**src/rtl/cpuport_pkg.sv**
```systemverilog
package cpuport_pkg;
  localparam int PORT_W = 8;
  localparam int BUS_AW = 16;

  // bit positions of the bank and tape controls
  localparam int B_ROM_LO = 0;
  localparam int B_ROM_HI = 1;
  localparam int B_IO_VIS = 2;
  localparam int B_T_DOUT = 3;
  localparam int B_T_SNS  = 4;
  localparam int B_T_MOT  = 5;
  localparam int CTRL_W   = 6;

  typedef struct packed {
    logic tape_motor;
    logic tape_sense;
    logic tape_dout;
    logic io_vis;
    logic rom_hi_en;
    logic rom_lo_en;
  } bank_sel_t;
endpackage

```
**src/rtl/cpuport_rstsync.sv**
```systemverilog
module cpuport_rstsync #(
  parameter int STAGES = 2
) (
  input  logic clk,
  input  logic arst_n,
  output logic srst_n
);
  logic [STAGES-1:0] sync_q;
  logic [STAGES-1:0] sync_d;

  always_comb begin
    sync_d = {sync_q[STAGES-2:0], 1'b1};
  end

  always_ff @(posedge clk or negedge arst_n) begin
    if (!arst_n) sync_q <= '0;
    else         sync_q <= sync_d;
  end

  assign srst_n = sync_q[STAGES-1];
endmodule

```
**src/rtl/cpuport_regs.sv**
```systemverilog
module cpuport_regs #(
  parameter int          W       = 8,
  parameter int          AW      = 16,
  parameter logic [W-1:0] DIR_RST = 8'h2F,
  parameter logic [W-1:0] DAT_RST = 8'h00
) (
  input  logic          clk,
  input  logic          rst_n,
  input  logic [AW-1:0] addr,
  input  logic [W-1:0]  wdata,
  input  logic          wr_en,
  output logic [W-1:0]  dir_q,
  output logic [W-1:0]  dat_q
);
  localparam logic [AW-1:0] A_DIR = AW'(0);
  localparam logic [AW-1:0] A_DAT = AW'(1);

  logic          dir_we;
  logic          dat_we;
  logic [W-1:0]  dir_d;
  logic [W-1:0]  dat_d;

  always_comb begin
    dir_we = wr_en && (addr == A_DIR);
    dat_we = wr_en && (addr == A_DAT);
    dir_d  = dir_we ? wdata : dir_q;
    dat_d  = dat_we ? wdata : dat_q;
  end

  always_ff @(posedge clk or negedge rst_n) begin
    if (!rst_n) begin
      dir_q <= DIR_RST;
      dat_q <= DAT_RST;
    end else begin
      dir_q <= dir_d;
      dat_q <= dat_d;
    end
  end

  // a direction write lands in the register
  p_dir_load_r2: assert property (@(posedge clk) disable iff (!rst_n)
    (wr_en && addr == A_DIR) |=> (dir_q == $past(wdata)));
  // without a write to the port, both registers hold
  p_regs_hold_r6: assert property (@(posedge clk) disable iff (!rst_n)
    !(wr_en && (addr == A_DIR || addr == A_DAT)) |=> ($stable(dir_q) && $stable(dat_q)));
endmodule

```
**src/rtl/cpuport_pad.sv**
```systemverilog
module cpuport_pad #(
  parameter int W = 8
) (
  input  logic [W-1:0] dir_q,
  input  logic [W-1:0] dat_q,
  input  logic [W-1:0] pin_in,
  input  logic [W-1:0] pin_ext_oe,
  output logic [W-1:0] pin_out,
  output logic [W-1:0] pin_oe,
  output logic [W-1:0] eff
);
  for (genvar i = 0; i < W; i++) begin : g_bit
    logic level;
    always_comb begin
      level      = pin_ext_oe[i] ? pin_in[i] : 1'b1;
      pin_out[i] = dat_q[i];
      pin_oe[i]  = dir_q[i];
      eff[i]     = dir_q[i] ? dat_q[i] : level;
    end
  end
endmodule

```
**src/rtl/cpuport_bankdec.sv**
```systemverilog
module cpuport_bankdec
  import cpuport_pkg::*;
(
  input  logic [CTRL_W-1:0] ctrl,
  output bank_sel_t         sel
);
  always_comb begin
    sel.rom_lo_en  = ctrl[B_ROM_LO];
    sel.rom_hi_en  = ctrl[B_ROM_HI];
    sel.io_vis     = ctrl[B_IO_VIS];
    sel.tape_dout  = ctrl[B_T_DOUT];
    sel.tape_sense = ctrl[B_T_SNS];
    sel.tape_motor = ctrl[B_T_MOT];
  end
endmodule

```
**src/rtl/cpuport_bank.sv**
```systemverilog
module cpuport_bank
  import cpuport_pkg::*;
#(
  parameter int                W       = PORT_W,
  parameter int                AW      = BUS_AW,
  parameter logic [PORT_W-1:0] DIR_RST = 8'h2F,
  parameter logic [PORT_W-1:0] DAT_RST = 8'h00
) (
  input  logic          clk,
  input  logic          rst_n,
  input  logic [AW-1:0] addr,
  input  logic [W-1:0]  wdata,
  input  logic          wr_en,
  input  logic          rd_en,
  input  logic [W-1:0]  pin_in,
  input  logic [W-1:0]  pin_ext_oe,
  output logic [W-1:0]  rdata,
  output logic [W-1:0]  pin_out,
  output logic [W-1:0]  pin_oe,
  output logic          rom_lo_en,
  output logic          rom_hi_en,
  output logic          io_vis,
  output logic          tape_dout,
  output logic          tape_sense,
  output logic          tape_motor
);
  localparam logic [AW-1:0] A_DIR = AW'(0);
  localparam logic [AW-1:0] A_DAT = AW'(1);

  logic         srst_n;
  logic [W-1:0] dir_q;
  logic [W-1:0] dat_q;
  logic [W-1:0] eff;
  logic [W-1:0] rdata_d;
  bank_sel_t    sel;

  cpuport_rstsync #(.STAGES(2)) u_rst (
    .clk(clk), .arst_n(rst_n), .srst_n(srst_n)
  );

  cpuport_regs #(.W(W), .AW(AW), .DIR_RST(DIR_RST), .DAT_RST(DAT_RST)) u_regs (
    .clk(clk), .rst_n(srst_n), .addr(addr), .wdata(wdata), .wr_en(wr_en),
    .dir_q(dir_q), .dat_q(dat_q)
  );

  cpuport_pad #(.W(W)) u_pad (
    .dir_q(dir_q), .dat_q(dat_q), .pin_in(pin_in), .pin_ext_oe(pin_ext_oe),
    .pin_out(pin_out), .pin_oe(pin_oe), .eff(eff)
  );

  cpuport_bankdec u_dec (
    .ctrl(eff[CTRL_W-1:0]), .sel(sel)
  );

  always_comb begin
    rom_lo_en  = sel.rom_lo_en;
    rom_hi_en  = sel.rom_hi_en;
    io_vis     = sel.io_vis;
    tape_dout  = sel.tape_dout;
    tape_sense = sel.tape_sense;
    tape_motor = sel.tape_motor;
  end

  // read path: next-state, then register
  always_comb begin
    rdata_d = rdata;
    if (rd_en && addr == A_DIR) rdata_d = dir_q;
    else if (rd_en && addr == A_DAT) rdata_d = eff;
  end

  always_ff @(posedge clk or negedge srst_n) begin
    if (!srst_n) rdata <= '0;
    else         rdata <= rdata_d;
  end

  // a direction read returns the direction register
  p_rd_dir_r5: assert property (@(posedge clk) disable iff (!srst_n)
    (rd_en && addr == A_DIR) |=> (rdata == $past(pin_oe)));
  // no port read leaves rdata alone
  p_rd_hold_r6: assert property (@(posedge clk) disable iff (!srst_n)
    !(rd_en && (addr == A_DIR || addr == A_DAT)) |=> $stable(rdata));
  // an output bit 0 drives the low ROM enable from the latch
  p_lo_follows_latch_r7: assert property (@(posedge clk) disable iff (!srst_n)
    pin_oe[B_ROM_LO] |-> (rom_lo_en == pin_out[B_ROM_LO]));
  // an undriven input bit 2 pulls the I/O select high
  p_io_pullup_r11: assert property (@(posedge clk) disable iff (!srst_n)
    (!pin_oe[B_IO_VIS] && !pin_ext_oe[B_IO_VIS]) |-> io_vis);
  // a driven input bit 4 shows its pin level on the sense output
  p_sense_pin_r9: assert property (@(posedge clk) disable iff (!srst_n)
    (!pin_oe[B_T_SNS] && pin_ext_oe[B_T_SNS]) |-> (tape_sense == pin_in[B_T_SNS]));
endmodule

```
**config.mk**
```make
export PLATFORM = sky130hd
export DESIGN_NAME = cpuport_bank
export DESIGN_NICKNAME = d
export VERILOG_FILES = /design/src/rtl/cpuport_pkg.sv /design/src/rtl/cpuport_rstsync.sv /design/src/rtl/cpuport_regs.sv /design/src/rtl/cpuport_pad.sv /design/src/rtl/cpuport_bankdec.sv /design/src/rtl/cpuport_bank.sv
export SDC_FILE = /design/constraint.sdc
export NUM_CORES = 1
export LEC_CHECK = 0
export ABC_AREA = 0
export BUFFER_PORTS_ARGS = -buffer_cell sky130_fd_sc_hd__buf_4
export CELL_PAD_IN_SITES_DETAIL_PLACEMENT = 1
export CELL_PAD_IN_SITES_GLOBAL_PLACEMENT = 1
export CORE_UTILIZATION = 31
export CTS_BUF_LIST = sky130_fd_sc_hd__clkbuf_16
export DETAILED_ROUTE_END_ITERATION = 7
export PLACE_DENSITY_LB_ADDON = 0.08
export SETUP_SLACK_MARGIN = 0.02
export SYNTH_ARGS = -nofsm -noshare
export SYNTH_HDL_FRONTEND = slang
export SYNTH_SLANG_ARGS = --single-unit
export TNS_END_PERCENT = 1
```
**constraint.sdc**
```tcl
create_clock -name clk -period 1.2 [get_ports clk]
set_clock_uncertainty 0.15 [all_clocks]
set_input_delay 0.06 -clock clk [delete_from_list [all_inputs] [get_ports clk]]
set_output_delay 0.06 -clock clk [all_outputs]
set_load 0.03 [all_outputs]
```
==> impl_metrics.csv, run 1 <==
group,metric,value,unit
outcome,outcome,"complete, but fails checks",
outcome,violations,"negative setup slack",
power,seqPwrFrac,0.403,
placed_design,gp_congestion,0.680,
die,die_w,64.8,µm
grt,grt_pass1_vias,1379,
setup_path,cp.arrival,1.51,ns
sta,fmax,0.659,GHz
cells_and_area,drive_gt1_frac,0.763,
yosys,yosysSeqAreaShare,0.537,
yosys,synth-xor-area-share,0,
cells_and_area,area_delta_synth_final,100,%
cells_and_area,layout.nets,252,
sta,hold_ws,0.0462,ns
sta,slew_viol_final,0,
placed_design,post-place-ws,-0.577,ns
power,p_sw_frac,0.201,
grt,grt_max_degree,16,
setup_path,crit_path_cell_trace,"nor3b_4 -> a21oi_4 -> mux2_4 -> mux2_4",
grt,grt.total_usage,0.225,
power,peakVddDrop,0.786,mV
setup_path,worstPathRequired,1.19,ns
drt,drc,0,
yosys,synth_top_area_cell,"dfrtp_1",
setup_path,critPathBufInv,0,
clock_network,clockBufferDepth,2,
sta,min_period,1.52,ns
clock_network,tritoncts,"done",
cells_and_area,post-route-util,0.658,
drt,wirelength,4390,µm
sta,hold_viol,0,
placed_design,post-place-cells,238,
clock_network,cts_buffers,3,
setup_path,critical-path-max-stage-delay,0.40,ns
clock_network,cts_root_buffer,"clkbuf_16",
yosys,muxShareOfSynthArea,0.276,
cells_and_area,stdcell_area,0.00244,mm²
grt,antenna_found_initial,0,
setup_path,critPathKind,"flop to flop",
yosys,synthAdderAreaFrac,0,
power,p_leak,1.21,nW
yosys,synth_top_cells_by_area,"dfrtp_1 43%, mux2_2 28%, dfstp_2 11%",
placed_design,hpwl,3080,µm
clock_network,cts_num_sinks,26,
drt,drt_iter0_drc,29,
die,coreArea,0.00372,mm²
setup_path,worst_setup_path_start_kind,"flop",
setup_path,crit_family,"multiplexers",
setup_path,cpMaxStageDelayCell,"dfstp_2",
yosys,synth-seq-cells,26,
grt,grt_pass1_wl,6840,µm
cells_and_area,stdcell_count,255,
drt,dr.pass1.iters,3,
cells_and_area,diodes,0,
placed_design,dpl_cell_area,0.00209,mm²
die,die_area,0.00420,mm²
drt,antenna_left,0,
die,io_pins,74,
sta,grt_setup_unrepaired,"true",
die,row_count,22,
power,internal-power,1.75,mW
sta,post-route-period-util,1.27,
die,start_util,0.329,
placed_design,io_buffers,73,
yosys,ys_types,18,
yosys,syn-num-nets,139,
clock_network,htreeDepth,1,
clock_network,clk_pin_slew_worst_paths,0.07,ns
flow_run,maxCapViolCount,0,
yosys,synth_top_family_by_area,"multiplexers",
grt,grt_overflow_total,0,
yosys,ys_warn_count,0,
power,p_per_area,896,mW/mm²
yosys,netlist_instances,95,
yosys,synth-compound-area-share,0.0430,
drt,via_per_inst,4.60,
clock_network,clock_latency,0.26,ns
cells_and_area,seqCellArea,658,µm²
power,clockPowerShare,0.444,
yosys,syn_avg_cell_area,12.9,µm²
power,netSwitchingPower,441,µW
setup_path,crit_top_cell,"mux2_4",
yosys,syn_area,0.00122,mm²
power,p_comb_frac,0.153,
drt,wl_per_cell,17.2,µm
sta,setup_viol,35,
hold_path,hp-class,"flop to asynchronous set/reset pin",
drt,num_vias,1173,
die,die_h,64.8,µm
setup_path,cp_max_fo,3,
sta,worst_slack,-0.319,ns
yosys,yosysTopAreaCellShare,0.430,
cells_and_area,multi_input_area,688,µm²
yosys,yosys.area_share.simple,0.100,
setup_path,endpoint_kind,"flop",
cells_and_area,nFillCells,378,
[cell usage after synthesis]
cell type / instances
inv_1: 9
nand2_1: 1
nand4_1: 1
dfstp_2: 5
mux2_2: 30
or2_1: 1
buf_1: 1
nor3b_4: 1
conb_1: 1
dfrtp_1: 21
a21oi_1: 8
nor3_1: 1
nor3b_1: 6
nor2_2: 1
nor4_1: 3
buf_6: 1
nand2b_1: 2
a31oi_1: 2
[path summary, 6_finish.rpt]
check                           startpoint         endpoint  slack [ns]  cells after the start
max                        u_regs.dir_q[0]         rdata[0]       -0.32                      4
min                        u_rst.sync_q[1]  u_regs.dat_q[2]        0.05                      1
max reg2reg                u_regs.dir_q[0]         rdata[0]       -0.32                      4
min reg2reg                u_rst.sync_q[1]  u_regs.dat_q[2]        0.05                      1
max in group asynchronous            rst_n  u_rst.sync_q[1]        0.28                      3
min in group clk                   addr[0]         rdata[5]        0.17                      3
[per-stage QoR]
| stage | total power [mW] | TNS (ns) |
|---|---|---|
| after floorplan | 0.993 | -7.74 |
| after global placement | 1.15 | -11.76 |
| after detailed placement | 1.16 | -12.43 |
| after CTS | 2.18 | -7.00 |
| after global routing | 2.26 | -8.89 |
| final | 2.19 | -7.40 |
[cell usage in the layout (no fill, tap or decap), types with 2 or more instances in the layout]
| cell | Yosys | final |
|---|---|---|
| nor4_4 | 0 | 2 |
| mux2_4 | 0 | 3 |
| inv_1 | 9 | 9 |
| buf_6 | 1 | 11 |
| dfstp_2 | 5 | 5 |
| buf_4 | 0 | 88 |
| a21oi_1 | 8 | 2 |
| a31oi_1 | 2 | 2 |
| nor3b_4 | 1 | 6 |
| dlygate4sd3_1 | 0 | 10 |
| a21oi_4 | 0 | 5 |
| nand2b_1 | 2 | 2 |
| mux2_2 | 30 | 27 |
| clkbuf_16 | 0 | 3 |
| dfrtp_1 | 21 | 20 |
[worst register-to-register path, cell delays in order, from the launching register on]
cell and delay [ns]:
dfstp_2 0.40, nor3b_4 0.24, a21oi_4 0.06, mux2_4 0.27
mux2_4 0.28
[power groups by stage]
stage,Sequential (mW),Clock (mW),Combinational (mW)
3_5_place_dp,0.898,0,0.265
2_1_floorplan,0.909,0,0.0841
3_3_place_gp,0.898,0,0.255
4_1_cts,0.882,0.981,0.312
6_report,0.883,0.973,0.335
5_1_grt,0.882,1.02,0.357
[sequential cells by signal (all words and copies together) (netlist names)]
| register | cells |
|---|---|
| u_regs.dat_q | 8 |
| rdata | 8 |
| u_regs.dir_q | 8 |
| u_rst.sync_q | 2 |
[layout make-up]
type / instances / area share
repair buffers: 110 / 0.368
multi-input cells: 58 / 0.281
flip-flops and latches: 26 / 0.269
clock buffers: 3 / 0.0307
well taps: 48 / 0.0246
inverters: 9 / 0.0138
clock inverters: 1 / 0.0123
[repair_timing]
item / in CTS / in global routing
pin swaps: 5 / 2
gates resized for setup: 17 / 10
setup endpoints to repair: 36 / 36
setup buffers: 3 / 0
hold buffers: 10 / 0
hold endpoints to repair: 18 / 0
[metal layers]
layer	wire length [µm]	up-vias	global-route usage
li1	-	558	-
met1	1540	571	0.233
met2	2600	35	0.440
met3	155	9	0.0352
met4	102	0	0.0861
met5	0	-	0
[logic make-up after synthesis]
group / after synthesis
AO/OA/AOI/OAI: 10
flip-flops: 26
AND/OR/NAND/NOR: 17
multiplexers: 30
buffers and inverters: 11
other: 1
No activity file was read; power rests on OpenSTA's default activity.
==> inputs of run 2 (changes only) <==
- SETUP_SLACK_MARGIN: 0.02 -> 0.3
- SKIP_CTS_REPAIR_TIMING: not set -> 1
==> impl_metrics.csv, run 2 (synthesized netlist as in run 1, its figures left out) <==
group,metric,value,unit
outcome,outcome,"complete, but fails checks",
sta,hold_ws,-0.110,ns
hold_path,hp-start,"wdata[1]",
die,die_w,64.8,µm
setup_path,reg2reg_to,"rdata[0]",
setup_path,crit_start,"u_regs.dir_q[0]",
setup_path,crit_path_end,"rdata[0]",
setup_path,endpoint_kind,"flop",
cells_and_area,top_regs,"rdata: 8 flops, u_regs.dat_q: 8 flops, u_regs.dir_q: 8 flops",
placed_design,io_buffers,73,
drt,drt_iter0_drc,21,
cells_and_area,area_delta_synth_final,95.4,%
drt,dr.pass1.iters,3,
setup_path,critPathKind,"flop to flop",
die,die_area,0.00420,mm²
cells_and_area,drive_gt1_frac,0.796,
die,io_pins,74,
die,start_util,0.329,
setup_path,cp_max_fo,4,
clock_network,clk_pin_slew_worst_paths,0.07,ns
cells_and_area,layout.nets,241,
setup_path,crit_top_cell,"mux2_2",
cells_and_area,nFillCells,386,
sta,hold_viol,18,
die,die_h,64.8,µm
hold_path,worstHoldPathCells,2,
setup_path,cp.arrival,1.49,ns
placed_design,post-place-ws,-0.577,ns
setup_path,worstPathRequired,1.19,ns
clock_network,cts_buffers,3,
setup_path,worst_setup_path_start_kind,"flop",
clock_network,cts_root_buffer,"clkbuf_16",
setup_path,critical-path-max-stage-delay,0.40,ns
cells_and_area,layout_commonest_cell,"buf_4",
placed_design,gp_congestion,0.680,
setup_path,reg2reg_depth,4,
grt,antenna_found_initial,0,
grt,grt_max_degree,16,
drt,via_per_inst,4.61,
grt,grt_overflow_total,0,
setup_path,critPathBufInv,0,
setup_path,critical_path_cell_count,4,
sta,slew_viol_final,0,
clock_network,tritoncts,"done",
sta,worst_slack,-0.306,ns
drt,antenna_left,0,
sta,grt_setup_unrepaired,"true",
die,coreArea,0.00372,mm²
drt,wirelength,4150,µm
grt,grt_pass1_wl,6230,µm
drt,drc,0,
power,power.total,2.14,mW
die,row_count,22,
cells_and_area,final_cell_mix,"65 x buf_4, 33 x buf_6, 30 x mux2_2, 20 x dfrtp_1, 9 x inv_1",
drt,num_vias,1126,
clock_network,cts_num_sinks,26,
cells_and_area,multi_input_area,662,µm²
power,peakVddDrop,0.769,mV
cells_and_area,diodes,0,
setup_path,cpMaxStageDelayCell,"dfstp_2",
drt,wl_per_cell,17.0,µm
setup_path,crit_family,"multiplexers",
clock_network,clock_latency,0.26,ns
clock_network,clockBufferDepth,2,
sta,setup_viol,35,
outcome,violations,"negative hold slack, negative setup slack",
sta,fmax,0.664,GHz
sta,tns,-7.02,ns
setup_path,crit_path_cell_trace,"nor3b_2 -> a21oi_4 -> mux2_2 -> mux2_2",
power,p_leak,1.16,nW
power,p_per_area,896,mW/mm²
clock_network,htreeDepth,1,
cells_and_area,seqCellArea,658,µm²
placed_design,hpwl,3080,µm
setup_path,reg2reg_from,"u_regs.dir_q[0]",
sta,min_period,1.51,ns
sta,post-route-period-util,1.26,
setup_path,r2r_slack,-0.31,ns
flow_run,maxCapViolCount,0,
grt,grt_pass1_vias,1262,
hold_path,hp-class,"input pin to flop",
grt,grt.total_usage,0.201,
-- run 2: cell types whose count changed in the layout (fill, tap and decap cells not counted), sizes merged --
| cell | delta |
|---|---|
| dlygate4sd3 | -9 |
| buf | -2 |
-- run 2: routing by layer --
metal | track usage | part of all wire | vias up
li1 | - | - | 536
met1 | 0.221 | 0.35 | 554
met2 | 0.392 | 0.61 | 31
met3 | 0.0317 | 0.033 | 5
met4 | 0.0500 | 0.0096 | 0
met5 | 0 | 0 | -
-- run 2: per-stage QoR --
stage | util | hold slack [ns] | cells | cell area (µm²)
3_3_place_gp | 0.562 | -0.308 | 238 | 2090
4_1_cts | 0.590 | -0.582 | 242 | 2190
3_5_place_dp | 0.562 | -0.306 | 238 | 2090
2_1_floorplan | - | -0.386 | 95 | 1310
5_1_grt | 0.643 | -0.108 | 244 | 2390
6_report | 0.643 | -0.110 | 244 | 2390
-- run 2: area by class of cell --
cell class,instances,area share
timing repair buffer,99,0.364
multi-input combinational,58,0.277
clock buffer,3,0.0314
clock inverter,1,0.0126
inverter,9,0.0141
tap,48,0.0251
sequential,26,0.276
-- run 2: how the worst min path moves through the flow --
stage                           end  slack, ns
finish              u_regs.dir_q[1]      -0.11
global route        u_regs.dir_q[1]      -0.11
CTS                 u_rst.sync_q[0]      -0.58
detailed placement  u_rst.sync_q[0]      -0.31
global placement    u_rst.sync_q[0]      -0.31
floorplan           u_rst.sync_q[0]      -0.39
-- run 2: power by group --
part / internal [mW] / total (mW) / switching [mW]
Sequential: 0.881 / 0.883 / 0.00162
Combinational: 0.177 / 0.296 / 0.119
Clock: 0.664 / 0.963 / 0.299
Total: 1.72 / 2.14 / 0.420
